$ cat src/rtl/csa_tree_pkg.sv
package csa_tree_pkg;

  // live rows after one Wallace level
  function automatic int rows_next(input int r);
    return 2 * (r / 3) + (r % 3);
  endfunction

  // live rows at tree level l for n operands
  function automatic int rows_at(input int n, input int l);
    int r;
    r = n;
    for (int i = 0; i < l; i++) r = rows_next(r);
    return r;
  endfunction

  // levels needed to reach two rows
  function automatic int tree_levels(input int n);
    int r;
    int h;
    r = n;
    h = 0;
    while (r > 2) begin
      r = rows_next(r);
      h++;
    end
    return h;
  endfunction

  // largest operand count an h-level tree brings to two rows
  function automatic int max_ops(input int h);
    int m;
    m = 2;
    for (int i = 0; i < h; i++) m = (m * 3) / 2;
    return m;
  endfunction

endpackage

$ cat src/rtl/csa_stage.sv
module csa_stage #(
  parameter int W = 9
) (
  input  logic [W-1:0] x_i,
  input  logic [W-1:0] y_i,
  input  logic [W-1:0] z_i,
  output logic [W-1:0] sum_o,
  output logic [W-1:0] carry_o
);
  // one full adder per column, no ripple; carry pre-shifted to weight 2
  assign sum_o = x_i ^ y_i ^ z_i;
  assign carry_o[0] = 1'b0;
  assign carry_o[W-1:1] = (x_i[W-2:0] & y_i[W-2:0]) |
                          (x_i[W-2:0] & z_i[W-2:0]) |
                          (y_i[W-2:0] & z_i[W-2:0]);
endmodule

$ cat src/rtl/csa_level.sv
module csa_level #(
  parameter int IN_ROWS  = 7,
  parameter int MAX_ROWS = 7,
  parameter int W        = 9
) (
  input  logic [IN_ROWS-1:0][W-1:0]  rows_i,
  output logic [MAX_ROWS-1:0][W-1:0] rows_o
);
  localparam int GROUPS   = IN_ROWS / 3;
  localparam int LEFT     = IN_ROWS % 3;
  localparam int OUT_ROWS = 2 * GROUPS + LEFT;

  for (genvar g = 0; g < GROUPS; g++) begin : g_grp
    csa_stage #(.W(W)) u_stage (
      .x_i    (rows_i[3*g]),
      .y_i    (rows_i[3*g+1]),
      .z_i    (rows_i[3*g+2]),
      .sum_o  (rows_o[2*g]),
      .carry_o(rows_o[2*g+1])
    );
  end

  for (genvar j = 0; j < LEFT; j++) begin : g_pass
    assign rows_o[2*GROUPS+j] = rows_i[3*GROUPS+j];
  end

  for (genvar e = OUT_ROWS; e < MAX_ROWS; e++) begin : g_zero
    assign rows_o[e] = '0;
  end
endmodule

$ cat src/rtl/rca_adder.sv
module rca_adder #(
  parameter int W = 9
) (
  input  logic [W-1:0] a_i,
  input  logic [W-1:0] b_i,
  output logic [W-1:0] sum_o
);
  logic [W-1:0] cy;

  assign cy[0] = 1'b0;
  for (genvar i = 0; i < W; i++) begin : g_bit
    assign sum_o[i] = a_i[i] ^ b_i[i] ^ cy[i];
    if (i < W - 1) begin : g_cy
      assign cy[i+1] = (a_i[i] & b_i[i]) | (cy[i] & (a_i[i] ^ b_i[i]));
    end
  end
endmodule

$ cat src/rtl/csa_tree_adder.sv
module csa_tree_adder
  import csa_tree_pkg::*;
#(
  parameter int NUM_OPS = 7,
  parameter int OP_W    = 6,
  parameter bit OUT_REG = 1'b1,
  localparam int SUM_W  = OP_W + $clog2(NUM_OPS)
) (
  input  logic                    clk_i,
  input  logic                    rst_ni,
  input  logic [NUM_OPS*OP_W-1:0] ops_i,
  output logic [SUM_W-1:0]        sum_o
);
  localparam int LEVELS = tree_levels(NUM_OPS);

  logic [NUM_OPS-1:0][SUM_W-1:0] lvl_rows [LEVELS+1];
  logic [SUM_W-1:0]              cpa_sum;

  for (genvar i = 0; i < NUM_OPS; i++) begin : g_in
    assign lvl_rows[0][i] = {{(SUM_W-OP_W){1'b0}}, ops_i[i*OP_W +: OP_W]};
  end

  for (genvar l = 0; l < LEVELS; l++) begin : g_lvl
    localparam int IN_ROWS = rows_at(NUM_OPS, l);
    csa_level #(
      .IN_ROWS (IN_ROWS),
      .MAX_ROWS(NUM_OPS),
      .W       (SUM_W)
    ) u_level (
      .rows_i(lvl_rows[l][IN_ROWS-1:0]),
      .rows_o(lvl_rows[l+1])
    );
  end

  rca_adder #(.W(SUM_W)) u_cpa (
    .a_i  (lvl_rows[LEVELS][0]),
    .b_i  (lvl_rows[LEVELS][1]),
    .sum_o(cpa_sum)
  );

  if (OUT_REG) begin : g_reg
    always_ff @(posedge clk_i or negedge rst_ni) begin
      if (!rst_ni) sum_o <= '0;
      else         sum_o <= cpa_sum;
    end
  end else begin : g_comb
    assign sum_o = cpa_sum;
  end
endmodule

$ cat config.mk
export PLATFORM = sky130hd
export DESIGN_NAME = csa_tree_adder
export DESIGN_NICKNAME = d
export VERILOG_FILES = /design/src/rtl/csa_tree_pkg.sv /design/src/rtl/csa_stage.sv /design/src/rtl/csa_level.sv /design/src/rtl/rca_adder.sv /design/src/rtl/csa_tree_adder.sv
export SDC_FILE = /design/constraint.sdc
export NUM_CORES = 1
export LEC_CHECK = 0
export ABC_AREA = 1
export BUFFER_PORTS_ARGS = -buffer_cell sky130_fd_sc_hd__buf_2
export CAP_MARGIN = 20
export CORE_UTILIZATION = 42
export DETAILED_ROUTE_END_ITERATION = 10
export PLACE_DENSITY = 0.87
export SLEW_MARGIN = 15
export SYNTH_ARGS = -nofsm -noshare
export SYNTH_HDL_FRONTEND = slang
export SYNTH_SLANG_ARGS = --single-unit
$ cat constraint.sdc
create_clock -name clk_i -period 0.8 [get_ports clk_i]
set_input_delay 0.04 -clock clk_i [delete_from_list [all_inputs] [get_ports clk_i]]
set_output_delay 0.04 -clock clk_i [all_outputs]
set_load 0.05 [all_outputs]
==> results of run 1 <==
-- power groups by stage --
| stage | Combinational [mW] | Sequential [mW] | Clock [mW] |
|---|---|---|---|
| floorplan | 1.76 | 1.62 | 0 |
| global placement | 3.24 | 0.802 | 0 |
| finish | 3.67 | 0.851 | 0.347 |
| CTS | 3.80 | 0.855 | 0.368 |
| detailed placement | 3.50 | 0.802 | 0 |
| global route | 4.25 | 0.875 | 0.406 |
-- timing repair --
action	4_1_cts	5_1_grt
hold buffers	1	0
resized for setup	26	3
cloned	0	0
pin swaps	3	3
endpoints found under the hold margin	9	0
endpoints found under the setup margin	18	18
-- cells in the mapped netlist, drive strengths merged --
master and n:
inv 47, fa 33, dfrtp 9, ha 5
-- per-layer routing --
metal	vias to the layer above	global-route usage	part of all wire
li1	354	-	-
met2	48	0.3148	0.58
met5	-	0	0
met3	2	0.06497	0.10
met4	0	0.02632	0.011
met1	389	0.1568	0.31
-- worst paths after layout --
path	from	end	depth (start not counted)
min in group asynchronous	rst_ni	sum_o[3]$_DFF_PN0_	2
max	ops_i[2]	sum_o[7]$_DFF_PN0_	17
max in group asynchronous	rst_ni	sum_o[8]$_DFF_PN0_	2
min	ops_i[36]	sum_o[0]$_DFF_PN0_	2
-- stage by stage --
| stage | cell area [µm²] | TNS [ps] | power [mW] |
|---|---|---|---|
| 6_report | 1602 | -20810 | 4.863 |
| 5_1_grt | 1602 | -21780 | 5.526 |
| 4_1_cts | 1598 | -21080 | 5.025 |
| 3_5_place_dp | 1468 | -23660 | 4.303 |
| 3_3_place_gp | 1468 | -23180 | 4.038 |
| 2_1_floorplan | 1170 | -21550 | 3.380 |
-- cell type report --
class	count	area (µm²)	area share
clock buffers	4	26.28	0.01641
inverters	47	183.9	0.1148
multi-input cells	38	760.7	0.4750
flip-flops and latches	9	225.2	0.1406
well taps	30	37.54	0.02344
repair buffers	53	367.9	0.2297
-- cell families after synthesis --
logic type | synth area share
adder cells (fa/ha/maj) | 0.6429
buffers and inverters | 0.1568
flip-flops | 0.2002
==> results.cfg, run 1 <==
[cts]
post-cts-setup-buffer-count = 0
clock_path_buffers = 2
cts-buffers-inserted = 3
clockRootBuffer = sky130_fd_sc_hd__clkbuf_4
clock_sinks = 9
cts_max_level = 1
cts_tree = built
worst_setup_hold_path_clk_slew_ps = 60

[synthesis]
netlist_area_um2 = 1125
seq_area_frac_synth = 0.2002
synth.lib_cells_used.distinct = 4
ys_seq_elements = 9
synth_largest_type_area_fraction = 0.5873
avgSynthCellArea_um2 = 11.97
synthTopCellsByArea = sky130_fd_sc_hd__fa_1 59%, sky130_fd_sc_hd__dfrtp_1 20%, sky130_fd_sc_hd__inv_1 16%
yosys_warnings = 0
synth.net_count = 176
synth_cells = 94
synth.largest_area_cell = sky130_fd_sc_hd__fa_1

[setup_path]
crit_chain = buf_8 > inv_8 > fa_1 > inv_2 > fa_1 > inv_1 > fa_1 > inv_1 > fa_1 > fa_2 > fa_2 > fa_2 > fa_2 > fa_2 > inv_2 > fa_1 > inv_1
critPathCaptureType = flip-flop
crit_fanout = 1
critical_path_source_type = primary input
cp.arrival_ps = 4500
worst-endpoint-required_ps = 1000
cpPeakStageDelay_ps = 540
critical-path-top-delay-family = adder cells
critical_path_buf_inv_count = 7
crit_path_top_delay_cell = sky130_fd_sc_hd__fa_1
crit_type = in -> reg

[power_and_ir_drop]
comb_power_share = 0.754
sequentialPowerShare = 0.175
power.net_switching_mw = 2.354
switching_share = 0.4840
clockPowerShare = 0.071
cell_internal_pwr_mw = 2.509
p_leak_nw = 0.8864
power_density_over_the_cells_nw_per_um2 = 3036
ir_drop_uv = 3561

[sta]
hold_slack_ps = 23.10
grt_setup_unrepaired = true
fmaxAchievable_mhz = 232.8
timing_worst_slew_pin_value_ps = 196.4
period_share = 5.370
fin_crit_ps = 4296
finalHoldViolCount = 0
timing.final.ws_setup_ps = -3496
drv_slew = 0
setup_viol = 18
timing.max_slew.rel_slack = 0.8691

[routing]
drt-initial-drc-count = 1
post_drt_via_cell_ratio = 4.381
ant_nets = 0
post-route-drc-count = 0
route.vias.total = 793
initial_drt_pass_iterations = 3
avgRoutedWirePerCell_um = 10.69
wire_length_after_detailed_routing_mm = 1.935

[placement]
place.detailed.instances = 176
gpl.final_weighted_congestion = 0.7003
portBuffers = 52
placement.setup.worst_slack_ps = -3843
dp_hpwl_mm = 1.846

[global_route]
grt-ovfl-total = 0
globalRouteTotalUtil = 0.1610
grt_first_pass_wirelength_mm = 3.187
antenna_found_initial = 0
number_of_global_route_vias_before_repair = 833
grt_start_max_net_pins = 10

[outcome]
status = finished, violations left
failing_checks = setup timing

[floorplan]
ios = 53
starting_density_of_the_core = 0.4499
die_x_um = 53.75
floorplan.die_area_um2 = 2889
fp-row-count = 18
die_height_um = 53.75
coreArea_um2 = 2500

[final_layout]
final-instance-count-excl-fill = 181
final_common_cell = sky130_fd_sc_hd__inv_1
reg.largest.list = sum_o x9
layout.nets = 234
largest_reg_flops = 9
largest_register = sum_o
count_of_filler_cells_inserted_in_the_layout = 198
insertedDiodeCount = 0
mostFrequentLayoutCells = 42 x sky130_fd_sc_hd__inv_1, 37 x sky130_fd_sc_hd__buf_2, 28 x sky130_fd_sc_hd__fa_1, 14 x sky130_fd_sc_hd__buf_6, 9 x sky130_fd_sc_hd__dfrtp_1
fin_util = 0.6406
final_layout_size_suffix_gt1_frac = 0.4437
area.growth.synth_to_final_pct = 42.38

[job]
drv_cap = 0

[hold_path]
worstHoldPathType = in -> reg
(Power assumes the default switching activity.)
==> run 2: changes to the inputs <==
CORE_ASPECT_RATIO = 0.5   (was default)
==> run 2 against run 1 <==
  * The flow still finishes with violations (setup timing)
  * Sequential share of layout area fell by 0.29 points
  * Combinational power up 7.1%
  * Power up 8.9%
  * Sequential cell count unchanged
  * Global-route usage rose by 2.7 points
  * Final area grew 2.1%
  * Final cell count up 2.8%
  * Largest power group unchanged
  * Hold slack better by 14 ps
  * Critical endpoint unchanged
  * Via count is 3.9% lower
==> results.cfg, run 2 (same netlist as run 1, synthesis figures left out) <==
[cts]
clockRootBuffer = sky130_fd_sc_hd__clkbuf_8
clock_path_buffers = 2
clock_sinks = 9
cts-buffers-inserted = 3
worst_setup_hold_path_clk_slew_ps = 40
cts_tree = built
post-cts-setup-buffer-count = 0
cts_max_level = 1

[job]
drv_cap = 0

[setup_path]
crit_fanout = 1
critical_path_source_type = primary input
crit_chain = buf_6 > fa_1 > fa_1 > inv_2 > fa_1 > inv_1 > fa_1 > fa_2 > fa_2 > fa_2 > fa_2 > fa_2 > inv_2 > fa_2 > inv_2
cp.arrival_ps = 4610
crit_path_top_delay_cell = sky130_fd_sc_hd__fa_1
path_common_cell = sky130_fd_sc_hd__fa_2
cpPeakStageDelay_ps = 570
critPathCaptureType = flip-flop
worst-endpoint-required_ps = 970
critical_path_source = ops_i[20]
crit_type = in -> reg

[outcome]
status = finished, violations left
failing_checks = setup timing

[floorplan]
coreArea_um2 = 2372
floorplan.die_area_um2 = 2902
die_height_um = 38.60
fp-row-count = 12
die_x_um = 75.19
starting_density_of_the_core = 0.4742
ios = 53

[final_layout]
largest_register = sum_o
register_area_um2 = 225.2
mostFrequentLayoutCells = 39 x sky130_fd_sc_hd__inv_1, 36 x sky130_fd_sc_hd__buf_2, 27 x sky130_fd_sc_hd__fa_1, 15 x sky130_fd_sc_hd__buf_6, 9 x sky130_fd_sc_hd__dfrtp_1
largest_reg_flops = 9
reg.largest.list = sum_o x9
area.growth.synth_to_final_pct = 45.38
final_common_cell = sky130_fd_sc_hd__inv_1
count_of_filler_cells_inserted_in_the_layout = 176
insertedDiodeCount = 0
multiInputGateArea_um2 = 763.2
final-instance-count-excl-fill = 186
postLayoutCellArea_um2 = 1635
final_layout_size_suffix_gt1_frac = 0.4702
layout.nets = 234

[routing]
post_drt_via_cell_ratio = 4.097
initial_drt_pass_iterations = 2
drt-initial-drc-count = 6
post-route-drc-count = 0
avgRoutedWirePerCell_um = 11.78
ant_nets = 0
wire_length_after_detailed_routing_mm = 2.191
route.vias.total = 762

[global_route]
number_of_global_route_vias_before_repair = 893
grt_first_pass_wirelength_mm = 3.608
grt_start_max_net_pins = 10
globalRouteTotalUtil = 0.1882
grt-ovfl-total = 0
antenna_found_initial = 0

[sta]
fmaxAchievable_mhz = 225.5
finalHoldViolCount = 0
drv_slew = 0
timing.final.ws_setup_ps = -3634
timing_worst_slew_pin_value_ps = 208.6
fin_crit_ps = 4434
timing.max_slew.rel_slack = 0.8609
setup_viol = 9
setup_total_negative_slack_ps = -21210
grt_setup_unrepaired = true
period_share = 5.542

[hold_path]
worstHoldPathType = in -> reg
hp_start = ops_i[36]
whs_path_depth = 2

[placement]
gpl.final_weighted_congestion = 0.6968
place.detailed.instances = 181
portBuffers = 52
dp_hpwl_mm = 1.943
placement.cell_area_um2 = 1474

[power_and_ir_drop]
power_density_over_the_cells_nw_per_um2 = 3239
p_leak_nw = 0.8921
ir_drop_uv = 2095
==> run 2: per-stage QoR <==
step | hold slack (ps) | setup WS, ps | utilization | total power [mW]
2_1_floorplan | -255.6 | -3585 | - | 3.380
3_3_place_gp | -103.0 | -3769 | 0.6213 | 4.044
3_5_place_dp | -101.0 | -3875 | 0.6213 | 4.358
4_1_cts | 23.60 | -3610 | 0.6867 | 5.265
5_1_grt | 47.57 | -3764 | 0.6893 | 5.919
6_report | 37.41 | -3634 | 0.6893 | 5.297
==> run 2: power by group <==
part / internal [mW] / total [mW] / switching, mW
Clock: 0.346 / 0.513 / 0.167
Sequential: 0.749 / 0.857 / 0.108
Combinational: 1.69 / 3.93 / 2.24
Total: 2.78 / 5.30 / 2.51
==> run 2: metal layers <==
| metal | up-vias | track usage | routed length (µm) |
|---|---|---|---|
| met3 | 2 | 0.05469 | 120 |
| met5 | - | 0 | 0 |
| li1 | 354 | - | - |
| met4 | 0 | 0.04167 | 14 |
| met2 | 32 | 0.4144 | 1384 |
| met1 | 374 | 0.1727 | 671 |
==> run 2: timing repair <==
| action | CTS | global route |
|---|---|---|
| hold endpoints to repair | 9 | 0 |
| setup endpoints to repair | 18 | 18 |
| hold buffers | 1 | 0 |
| gates resized for setup | 30 | 4 |
| pin swaps | 8 | 4 |
| gates cloned | 0 | 0 |
==> run 2: worst paths after layout <==
| kind | to | slack [ps] |
|---|---|---|
| worst max-delay path | sum_o[7]$_DFF_PN0_ | -3630 |
| worst min-delay path | sum_o[0]$_DFF_PN0_ | 40 |
| max in group asynchronous | sum_o[2]$_DFF_PN0_ | 430 |
| min in group asynchronous | sum_o[6]$_DFF_PN0_ | 200 |
==> run 2: area by class of cell <==
| cell class | instances | share of cell area |
|---|---|---|
| Clock buffer | 4 | 0.02754 |
| Inverter | 47 | 0.1125 |
| Multi-Input combinational cell | 38 | 0.4667 |
| Sequential cell | 9 | 0.1377 |
| Tap cell | 35 | 0.02678 |
| Timing Repair Buffer | 53 | 0.2288 |
==> run 2: worst max-delay path, delay by kind of cell <==
family | cells | cell delay (ps)
adders and majority gates | 10 | 4270
buffers and inverters | 5 | 300
==> run 3: changes to the inputs <==
--- a/config.mk
+++ b/config.mk
@@ -12,4 +12,5 @@
 export CORE_UTILIZATION = 42
 export DETAILED_ROUTE_END_ITERATION = 10
+export HOLD_SLACK_MARGIN = 0.03
 export PLACE_DENSITY = 0.87
 export SLEW_MARGIN = 15
==> constraint.sdc (replaced) <==
create_clock -name clk_i -period 0.8 [get_ports clk_i]
set_input_delay 0.04 -clock clk_i [delete_from_list [all_inputs] [get_ports clk_i]]
set_output_delay 0.04 -clock clk_i [all_outputs]
set_load 0.02 [all_outputs]
==> run 3 against run 2 <==
  * The run still ends with setup timing left
  * Largest cell class unchanged
  * Combinational power is 18% lower
  * Wire length is 1.8% lower
  * Clock power hardly changed
  * Sequential cell count stayed put
  * Power is 14% lower
  * Core utilization is 1.3 points lower
  * Hold slack worse by 0.85 ps
  * Clock-buffer cell count stayed put
  * Global-route usage is 0.35 points lower
  * Highest routed layer unchanged
  * Via count is 0.13% lower
  * Final area is 1.9% lower
==> results.cfg, run 3 (same netlist as run 1, synthesis figures left out) <==
[outcome]
status = finished, violations left
failing_checks = setup timing

[routing]
top_layer_used = met4
drt-initial-drc-count = 7
post_drt_via_cell_ratio = 4.091
avgRoutedWirePerCell_um = 11.57
route.vias.total = 761
wire_length_after_detailed_routing_mm = 2.152
ant_nets = 0
length_of_routed_met2_wiring_mm = 1.362
met3_wirelength_um = 120
initial_drt_pass_iterations = 2
route.layer.met1.wl_um = 653
post-route-drc-count = 0

[final_layout]
reg.largest.list = sum_o x9
final_common_cell = sky130_fd_sc_hd__buf_2
insertedDiodeCount = 0
largest_register = sum_o
mostFrequentLayoutCells = 41 x sky130_fd_sc_hd__buf_2, 39 x sky130_fd_sc_hd__inv_1, 27 x sky130_fd_sc_hd__fa_1, 10 x sky130_fd_sc_hd__buf_6, 9 x sky130_fd_sc_hd__dfrtp_1
layout.nets = 234
final-instance-count-excl-fill = 186
multiInputGateArea_um2 = 763.2
final_layout_size_suffix_gt1_frac = 0.4702
largest_reg_flops = 9
count_of_filler_cells_inserted_in_the_layout = 183
area.growth.synth_to_final_pct = 42.60
postLayoutCellArea_um2 = 1604
register_area_um2 = 225.2

[global_route]
antenna_found_initial = 0
number_of_global_route_vias_before_repair = 885
grt-ovfl-total = 0
grt_start_max_net_pins = 10
globalRouteTotalUtil = 0.1848
grt_first_pass_wirelength_mm = 3.553

[setup_path]
critical_path_source_type = primary input
cp.arrival_ps = 4600
critPathCaptureType = flip-flop
cpPeakStageDelay_ps = 570
crit_chain = buf_6 > fa_1 > fa_1 > inv_2 > fa_1 > inv_1 > fa_1 > fa_2 > fa_2 > fa_2 > fa_2 > fa_2 > inv_2 > fa_2 > inv_2
critical_path_source = ops_i[20]
worst_setup_path_endpoint = sum_o[7]$_DFF_PN0_
crit_fanout = 1
crit_type = in -> reg
worst-endpoint-required_ps = 970
crit_path_top_delay_cell = sky130_fd_sc_hd__fa_1
path_common_cell = sky130_fd_sc_hd__fa_2

[sta]
hold_slack_ps = 36.56
fin_crit_ps = 4431
period_share = 5.538
timing.final.ws_setup_ps = -3631
fmaxAchievable_mhz = 225.7
timing.max_slew.rel_slack = 0.8666
setup_viol = 9
drv_slew = 0
finalHoldViolCount = 0
timing_worst_slew_pin_value_ps = 200.1
grt_setup_unrepaired = true

[floorplan]
starting_density_of_the_core = 0.4742
floorplan.die_area_um2 = 2902
die_x_um = 75.19
ios = 53
fp-row-count = 12
die_height_um = 38.60
coreArea_um2 = 2372

[hold_path]
worstHoldPathType = in -> reg
whs_path_depth = 2

[placement]
gpl.final_weighted_congestion = 0.6968
portBuffers = 52
dp_hpwl_mm = 1.943
placement.cell_area_um2 = 1474
place.detailed.instances = 181

[cts]
worst_setup_hold_path_clk_slew_ps = 40
clock_path_buffers = 2
clockRootBuffer = sky130_fd_sc_hd__clkbuf_8
clock_sinks = 9
cts_max_level = 1
cts-buffers-inserted = 3
cts_tree = built

[power_and_ir_drop]
p_leak_nw = 0.8819
power_density_over_the_cells_nw_per_um2 = 2844
ir_drop_uv = 1735
overall_power_of_the_completed_layout_mw = 4.562

[job]
drv_cap = 0
run 3: cell counts in the layout (fill, tap and decap cells not counted):
Identical to the previous run, type by type.
run 3: cell type report:
cell class	count	share of cell area
Clock buffer	4	0.02808
Timing Repair Buffer	53	0.2137
Tap cell	35	0.02730
Inverter	47	0.1147
Sequential cell	9	0.1404
Multi-Input combinational cell	38	0.4758
run 3: per-stage QoR:
stage / setup WS [ps] / utilization / TNS [ps]
CTS: -3610 / 0.6630 / -21180
global route: -3764 / 0.6762 / -21960
detailed placement: -3875 / 0.6213 / -23760
global placement: -3769 / 0.6213 / -23120
finish: -3631 / 0.6762 / -21190
floorplan: -3585 / - / -21550
run 3: critical path: cells and delay by family:
kind | cells | cell delay (ps)
buf+inv | 5 | 300
fa+ha+maj | 10 | 4270
run 3: worst min-delay path by stage:
stage | from | to | slack [ps]
2_1_floorplan | rst_ni | sum_o[0]$_DFF_PN0_ | -260
3_3_place_gp | rst_ni | sum_o[8]$_DFF_PN0_ | -100
3_5_place_dp | rst_ni | sum_o[8]$_DFF_PN0_ | -100
4_1_cts | ops_i[36] | sum_o[0]$_DFF_PN0_ | 20
5_1_grt | ops_i[36] | sum_o[0]$_DFF_PN0_ | 50
6_report | ops_i[36] | sum_o[0]$_DFF_PN0_ | 40
run 3: what timing repair did:
| action | 4_1_cts | 5_1_grt |
|---|---|---|
| gates resized for setup | 12 | 12 |
| setup buffers | 0 | 0 |
| hold endpoints to repair | 10 | 0 |
| pin swaps | 8 | 4 |
| cloned | 0 | 0 |
| hold buffers | 1 | 0 |
| setup endpoints to repair | 9 | 13 |
run 3: routing by layer:
layer / GRT usage / up-vias
li1: - / 354
met1: 0.1678 / 373
met2: 0.4077 / 32
met3: 0.05469 / 2
met4: 0.04167 / 0
met5: 0 / -
run 3: where the power goes:
group	total (mW)	switching (mW)	internal [mW]
logic	3.22	1.70	1.52
clock network	0.515	0.169	0.346
registers	0.824	0.0778	0.746
